$ cat config.mk
export PLATFORM = sky130hd
export DESIGN_NAME = irq_aggregator
export DESIGN_NICKNAME = d
export VERILOG_FILES = /design/src/rtl/irqagg_pkg.sv /design/src/rtl/irqagg_sync.sv /design/src/rtl/irqagg_edge.sv /design/src/rtl/irqagg_bank.sv /design/src/rtl/irq_aggregator.sv
export SDC_FILE = /design/constraint.sdc
export NUM_CORES = 1
export LEC_CHECK = 0
export CORE_ASPECT_RATIO = 1.1
export CORE_MARGIN = 2
export CORE_UTILIZATION = 50
export DETAILED_ROUTE_END_ITERATION = 7
export GPL_TIMING_DRIVEN = 0
export MAX_ROUTING_LAYER = met4
export PLACE_DENSITY = 0.76
export SLEW_MARGIN = 20
export SYNTH_ARGS = -nofsm -noshare
export SYNTH_HDL_FRONTEND = slang
export SYNTH_SLANG_ARGS = --single-unit
$ cat constraint.sdc
create_clock -name clk -period 1.9 [get_ports clk]
set_clock_uncertainty 0.2 [all_clocks]
set_input_delay 0.38 -clock clk [delete_from_list [all_inputs] [get_ports clk]]
set_output_delay 0.38 -clock clk [all_outputs]
set_load 0.02 [all_outputs]
$ cat src/rtl/irqagg_pkg.sv
package irqagg_pkg;

  typedef enum logic [1:0] {
    EDGE_RISE = 2'b00,
    EDGE_FALL = 2'b01,
    EDGE_BOTH = 2'b10,
    EDGE_ANY  = 2'b11
  } edge_sel_e;

  // Decide whether a transition prv -> cur qualifies under sel
  function automatic logic edge_hit(logic [1:0] sel, logic cur, logic prv);
    logic rise;
    logic fall;
    rise = cur & ~prv;
    fall = ~cur & prv;
    case (edge_sel_e'(sel))
      EDGE_RISE: edge_hit = rise;
      EDGE_FALL: edge_hit = fall;
      default:   edge_hit = rise | fall;
    endcase
  endfunction

  // Bits of register 'bank' that are backed by a real input
  function automatic logic [31:0] bank_mask(int unsigned bank, int unsigned nsrc,
                                            int unsigned w);
    logic [31:0] m;
    m = '0;
    for (int unsigned b = 0; b < 32; b++) begin
      if (b < w && (bank * w + b) < nsrc) m[b] = 1'b1;
    end
    return m;
  endfunction

endpackage

$ cat src/rtl/irqagg_sync.sv
module irqagg_sync #(
  parameter int W      = 1,
  parameter int STAGES = 2
) (
  input  logic         clk,
  input  logic         rst_n,
  input  logic [W-1:0] d,
  output logic [W-1:0] q
);
  logic [W-1:0] stg [STAGES];

  always_ff @(posedge clk or negedge rst_n) begin
    if (!rst_n) begin
      for (int s = 0; s < STAGES; s++) stg[s] <= '0;
    end else begin
      stg[0] <= d;
      for (int s = 1; s < STAGES; s++) stg[s] <= stg[s-1];
    end
  end

  assign q = stg[STAGES-1];
endmodule

$ cat src/rtl/irqagg_edge.sv
module irqagg_edge
  import irqagg_pkg::*;
#(
  parameter int W = 8
) (
  input  logic           clk,
  input  logic           rst_n,
  input  logic [W-1:0]   sync_in,
  input  logic [2*W-1:0] cfg,
  output logic [W-1:0]   evt
);
  logic [W-1:0] prev_q;

  always_ff @(posedge clk or negedge rst_n) begin
    if (!rst_n) prev_q <= '0;
    else        prev_q <= sync_in;
  end

  for (genvar i = 0; i < W; i++) begin : g_det
    assign evt[i] = edge_hit(cfg[2*i +: 2], sync_in[i], prev_q[i]);
  end


  edge_src_chk: assert property (@(posedge clk) disable iff (!rst_n)
    (evt & ~(sync_in ^ $past(sync_in))) == '0);
endmodule

$ cat src/rtl/irqagg_bank.sv
module irqagg_bank #(
  parameter int           W     = 8,
  parameter logic [W-1:0] VALID = '1
) (
  input  logic         clk,
  input  logic         rst_n,
  input  logic [W-1:0] evt,
  input  logic         en_wr,
  input  logic [W-1:0] wr_data,
  input  logic         rd_clr,
  output logic [W-1:0] status_q,
  output logic [W-1:0] enable_q
);
  logic [W-1:0] latch_set;
  logic [W-1:0] status_d;

  assign latch_set = evt & enable_q;
  assign status_d  = (rd_clr ? '0 : status_q) | latch_set;

  always_ff @(posedge clk or negedge rst_n) begin
    if (!rst_n) begin
      status_q <= '0;
      enable_q <= '0;
    end else begin
      status_q <= status_d;
      if (en_wr) enable_q <= wr_data & VALID;
    end
  end


  masked_quiet_chk: assert property (@(posedge clk) disable iff (!rst_n)
    (status_q & ~$past(status_q) & ~$past(enable_q)) == '0);


  rdclr_chk: assert property (@(posedge clk) disable iff (!rst_n)
    rd_clr |=> (status_q == $past(evt & enable_q)));


  sticky_chk: assert property (@(posedge clk) disable iff (!rst_n)
    !rd_clr |=> (($past(status_q) & ~status_q) == '0));


  unused_zero_chk: assert property (@(posedge clk) disable iff (!rst_n)
    ((status_q | enable_q) & ~VALID) == '0);
endmodule

$ cat src/rtl/irq_aggregator.sv
module irq_aggregator
  import irqagg_pkg::*;
#(
  parameter int  NUM_SRC     = 22,
  parameter int  REG_W       = 8,
  parameter int  SYNC_STAGES = 2,
  localparam int NUM_BANK    = (NUM_SRC + REG_W - 1) / REG_W,
  localparam int ADDR_W      = $clog2(2 * NUM_BANK)
) (
  input  logic                 clk,
  input  logic                 rst_n,
  input  logic [NUM_SRC-1:0]   src_in,
  input  logic [2*NUM_SRC-1:0] edge_cfg,
  input  logic                 rd_en,
  input  logic                 wr_en,
  input  logic [ADDR_W-1:0]    addr,
  input  logic [REG_W-1:0]     wr_data,
  output logic [REG_W-1:0]     rd_data,
  output logic                 irq_n
);
  localparam int PAD_W = NUM_BANK * REG_W;

  logic [NUM_SRC-1:0] src_sync;
  logic [NUM_SRC-1:0] evt;
  logic [PAD_W-1:0]   evt_pad;
  logic [REG_W-1:0]   status_arr [NUM_BANK];
  logic [REG_W-1:0]   enable_arr [NUM_BANK];
  logic [NUM_BANK-1:0] bank_pending;
  logic [REG_W-1:0]   rd_mux;

  irqagg_sync #(.W(NUM_SRC), .STAGES(SYNC_STAGES)) u_sync (
    .clk(clk), .rst_n(rst_n), .d(src_in), .q(src_sync)
  );

  irqagg_edge #(.W(NUM_SRC)) u_edge (
    .clk(clk), .rst_n(rst_n), .sync_in(src_sync), .cfg(edge_cfg), .evt(evt)
  );

  always_comb begin
    evt_pad = '0;
    evt_pad[NUM_SRC-1:0] = evt;
  end

  for (genvar k = 0; k < NUM_BANK; k++) begin : g_bank
    localparam logic [31:0]       MK     = bank_mask(k, NUM_SRC, REG_W);
    localparam logic [ADDR_W-1:0] ST_ADR = ADDR_W'(2 * k);
    localparam logic [ADDR_W-1:0] EN_ADR = ADDR_W'(2 * k + 1);
    logic rd_clr;
    logic en_wr;

    assign rd_clr = rd_en && (addr == ST_ADR);
    assign en_wr  = wr_en && (addr == EN_ADR);

    irqagg_bank #(.W(REG_W), .VALID(MK[REG_W-1:0])) u_bank (
      .clk(clk), .rst_n(rst_n),
      .evt(evt_pad[k*REG_W +: REG_W]),
      .en_wr(en_wr), .wr_data(wr_data), .rd_clr(rd_clr),
      .status_q(status_arr[k]), .enable_q(enable_arr[k])
    );

    assign bank_pending[k] = |status_arr[k];
  end

  always_comb begin
    rd_mux = '0;
    for (int k = 0; k < NUM_BANK; k++) begin
      if (addr == ADDR_W'(2 * k))     rd_mux = status_arr[k];
      if (addr == ADDR_W'(2 * k + 1)) rd_mux = enable_arr[k];
    end
  end

  always_ff @(posedge clk or negedge rst_n) begin
    if (!rst_n)     rd_data <= '0;
    else if (rd_en) rd_data <= rd_mux;
  end

  assign irq_n = ~|bank_pending;


  line_release_chk: assert property (@(posedge clk) disable iff (!rst_n)
    $rose(irq_n) |-> $past(rd_en));


  line_assert_chk: assert property (@(posedge clk) disable iff (!rst_n)
    $fell(irq_n) |-> $past(|evt));
endmodule

==> flow_summary.json <==
{
  "yosysWarnings": 0,
  "grt_max_degree": 74,
  "endpoint_kind": "output pin",
  "synthDistinctLibCells": 32,
  "final_util_pct": 69.4,
  "synth_xor_area_share_pct": 0,
  "slowest_stage": "or4_4",
  "area_growth_pct": 34.4,
  "layout.nets": 612,
  "cts.sinks": 118,
  "fmax_ghz": 0.404,
  "drcViolationCount": 0,
  "synth_nets": 496,
  "fill_cells": 694,
  "violations": "setup timing",
  "power_leakage_nw": 3.24,
  "worst_pin_slew_ns": 0.604,
  "final_cells": 620,
  "synth-seq-area-share_pct": 57.8,
  "hold_violations": 0,
  "synth_top_family_by_area": "multiplexers",
  "grt_pass1_wl_um": 18200,
  "ys_top_cells_by_area": "dfrtp_1 58%, ha_1 11%, mux2i_1 8.6%, mux2_2 6.2%, a22o_1 3.8%",
  "start_util_pct": 51.6,
  "dp.cells": 580,
  "num_rows": 38,
  "power_w": 0.00717,
  "slew_viol_final": 0,
  "cts_inserted_buffers": 17,
  "peakVddDrop_mv": 0.659,
  "die_y_um": 110,
  "globalRouteTotalUtil_pct": 22.8,
  "dr.pass1.iters": 5,
  "die_x_um": 100,
  "synthesis.area_sq_mm": 0.00511,
  "place.gp.congestion": 0.834,
  "drive_gt1_share_pct": 18.8,
  "htree_num_levels": 4,
  "crit_family": "simple AND/OR/NAND/NOR gates",
  "drv_cap": 0,
  "post-dp-hpwl_um": 7350,
  "boundaryPins": 90,
  "rsz0062_at_grt": "yes",
  "fin_crit_ns": 2.48,
  "vias": 3429,
  "cp_cell_sequence": "or4_4, nor4_4, buf_4",
  "gr-total-overflow": 0,
  "seq_area_sq_mm": 0.00295,
  "wl_per_cell_um": 17.8,
  "num_antenna_cells": 0,
  "critPathMaxStageDelay_ns": 0.55,
  "multiInputGateArea_sq_mm": 0.00198,
  "cts_tree": "built",
  "yosys.area_share.simple_pct": 2.96,
  "synth.ff_latch_count": 118,
  "vias_per_cell": 5.53,
  "syn_inst": 371,
  "synth.mux.area_fraction_pct": 15.7,
  "routed_wl_um": 11000,
  "ctsRootBufferMaster": "clkbuf_8",
  "first_iter_violations": 204,
  "dieArea_sq_mm": 0.0110,
  "ant_nets": 0,
  "clockBufferDepth": 2,
  "holdWs_ns": 0.111,
  "start_kind": "register",
  "synth.largest_area_cell": "dfrtp_1",
  "synth_fa_ha_area_share_pct": 10.8,
  "clk_pin_slew_worst_paths_ns": 0.06,
  "clkLatencyLatePin_ns": 0.50,
  "max_slew_margin_pct": 59.6,
  "cp.arrival_ns": 1.90,
  "port_buffers": 88,
  "pre_cts_ws_ns": -0.865,
  "period_share_pct": 130,
  "powerDensity_mw_per_mm2": 1040,
  "yosys.area.top_type_share_pct": 57.8,
  "timing.final.ws_setup_ns": -0.576,
  "hold_class": "in -> reg",
  "antenna_found_initial": 0,
  "criticalPathCategory": "reg -> out",
  "avgSynthCellArea_sq_um": 13.8,
  "core-area_sq_mm": 0.00989,
  "grt_pass1_vias": 3628,
  "synth_compound_area_share_pct": 8.09,
  "finalSetupViolations": 1,
  "outcome": "finished with violations",
  "cp.required_ns": 1.32,
  "worstPathMaxFanout": 3,
  "critPathBufInv": 1
}
[cells by family after synthesis]
group                    count (synthesis)
adder cells (fa/ha/maj)                 44
multiplexers                            74
buffers and inverters                   56
flip-flops                             118
AND/OR/NAND/NOR                         25
AO/OA/AOI/OAI                           54
[path summary, 6_finish.rpt]
path | from | cells past startpoint | slack [ns] | end
worst min-delay path | addr[2] | 4 | 0.11 | rd_data[3]$_DFFE_PN0P_
worst max register to register | g_bank[0].u_bank.status_q[7]$_DFF_PN0_ | 3 | 0.32 | rd_data[7]$_DFFE_PN0P_
min in group asynchronous | rst_n | 2 | 0.18 | u_edge.prev_q[17]$_DFF_PN0_
worst min register to register | u_sync.stg[36]$_DFF_PN0_ | 0 | 0.15 | u_sync.q[14]$_DFF_PN0_
max in group asynchronous | rst_n | 3 | 0.61 | g_bank[1].u_bank.status_q[4]$_DFF_PN0_
worst max-delay path | g_bank[1].u_bank.status_q[5]$_DFF_PN0_ | 3 | -0.58 | irq_n
[cell type report]
type | instances | share of cell area, %
repair buffers | 97 | 14.0
well taps | 120 | 2.19
flip-flops and latches | 118 | 43.0
plain buffers | 11 | 1.08
multi-input cells | 197 | 28.8
clock inverters | 14 | 2.19
clock buffers | 18 | 6.24
inverters | 45 | 2.46
[metrics by stage]
step | area, sq um | TNS, ns
6_report | 6860 | -0.576
5_1_grt | 6860 | -0.693
4_1_cts | 6830 | -0.546
3_5_place_dp | 6180 | -35.35
3_3_place_gp | 6150 | -540.59
2_1_floorplan | 5120 | 0
[per-layer routing]
layer / up-vias / global-route usage (%) / routed length, um
met1: 1725 / 27.1 / 4460
met2: 128 / 37.3 / 5680
met4: 0 / 8.41 / 262
li1: 1551 / - / -
met5: - / - / 0
met3: 25 / 6.62 / 644
[placed cells by master, fill, tap and decap left out, drive strengths merged, types with 7 or more instances in the layout]
cell,instances
a22o,22
buf,16
clkbuf,23
clkdlybuf4s50,78
dfrtp,118
dlygate4sd2,8
ha,44
inv,48
mux2,28
mux2i,44
nand2,7
[synth_stat cells]
| library cell | number |
|---|---|
| clkbuf_1 | 4 |
| o22ai_1 | 6 |
| dfrtp_1 | 118 |
| or4_1 | 1 |
| buf_6 | 3 |
| a31oi_1 | 6 |
| nor2b_1 | 2 |
| buf_1 | 2 |
| nand4b_1 | 1 |
| nor2_1 | 1 |
| mux2_2 | 28 |
| nand2_1 | 7 |
| nand4_1 | 2 |
| inv_1 | 44 |
| nor3_2 | 1 |
| buf_4 | 1 |
| a32oi_1 | 6 |
| a31o_2 | 2 |
| nor4_1 | 5 |
| inv_2 | 1 |
| a21o_1 | 6 |
| or4b_4 | 1 |
| a22o_1 | 22 |
| or3_1 | 1 |
| mux2i_1 | 44 |
| buf_2 | 1 |
| and2_1 | 1 |
| mux4_2 | 2 |
| nand3_1 | 1 |
| ha_1 | 44 |
| nand3b_1 | 1 |
| o21ai_0 | 6 |
[worst min-delay path, stage by stage]
cell	delay (ns)
buf_6	0.13
o21ai_0	0.07
a21o_1	0.11
a31oi_1	0.07
[flip-flops by register name, summed over array words and instances (netlist names)]
register	flops
u_sync.q	22
rd_data	8
u_sync.stg	22
u_edge.prev_q	22
g_bank.u_bank.status_q	22
g_bank.u_bank.enable_q	22
[timing repair]
item,in CTS,in global routing
pin swaps,5,3
gates resized for setup,22,5
cloned,0,0
hold endpoints to repair,45,0
hold buffers,1,0
buffers inserted,5,2
endpoints found under the setup margin,47,21
[power breakdown]
group	switching [W]	total [W]	internal (W)
registers	0.000301	0.00315	0.00285
clock network	0.00115	0.00306	0.00191
logic	0.000393	0.000963	0.000570
Power figures use the tool's default switching activity.
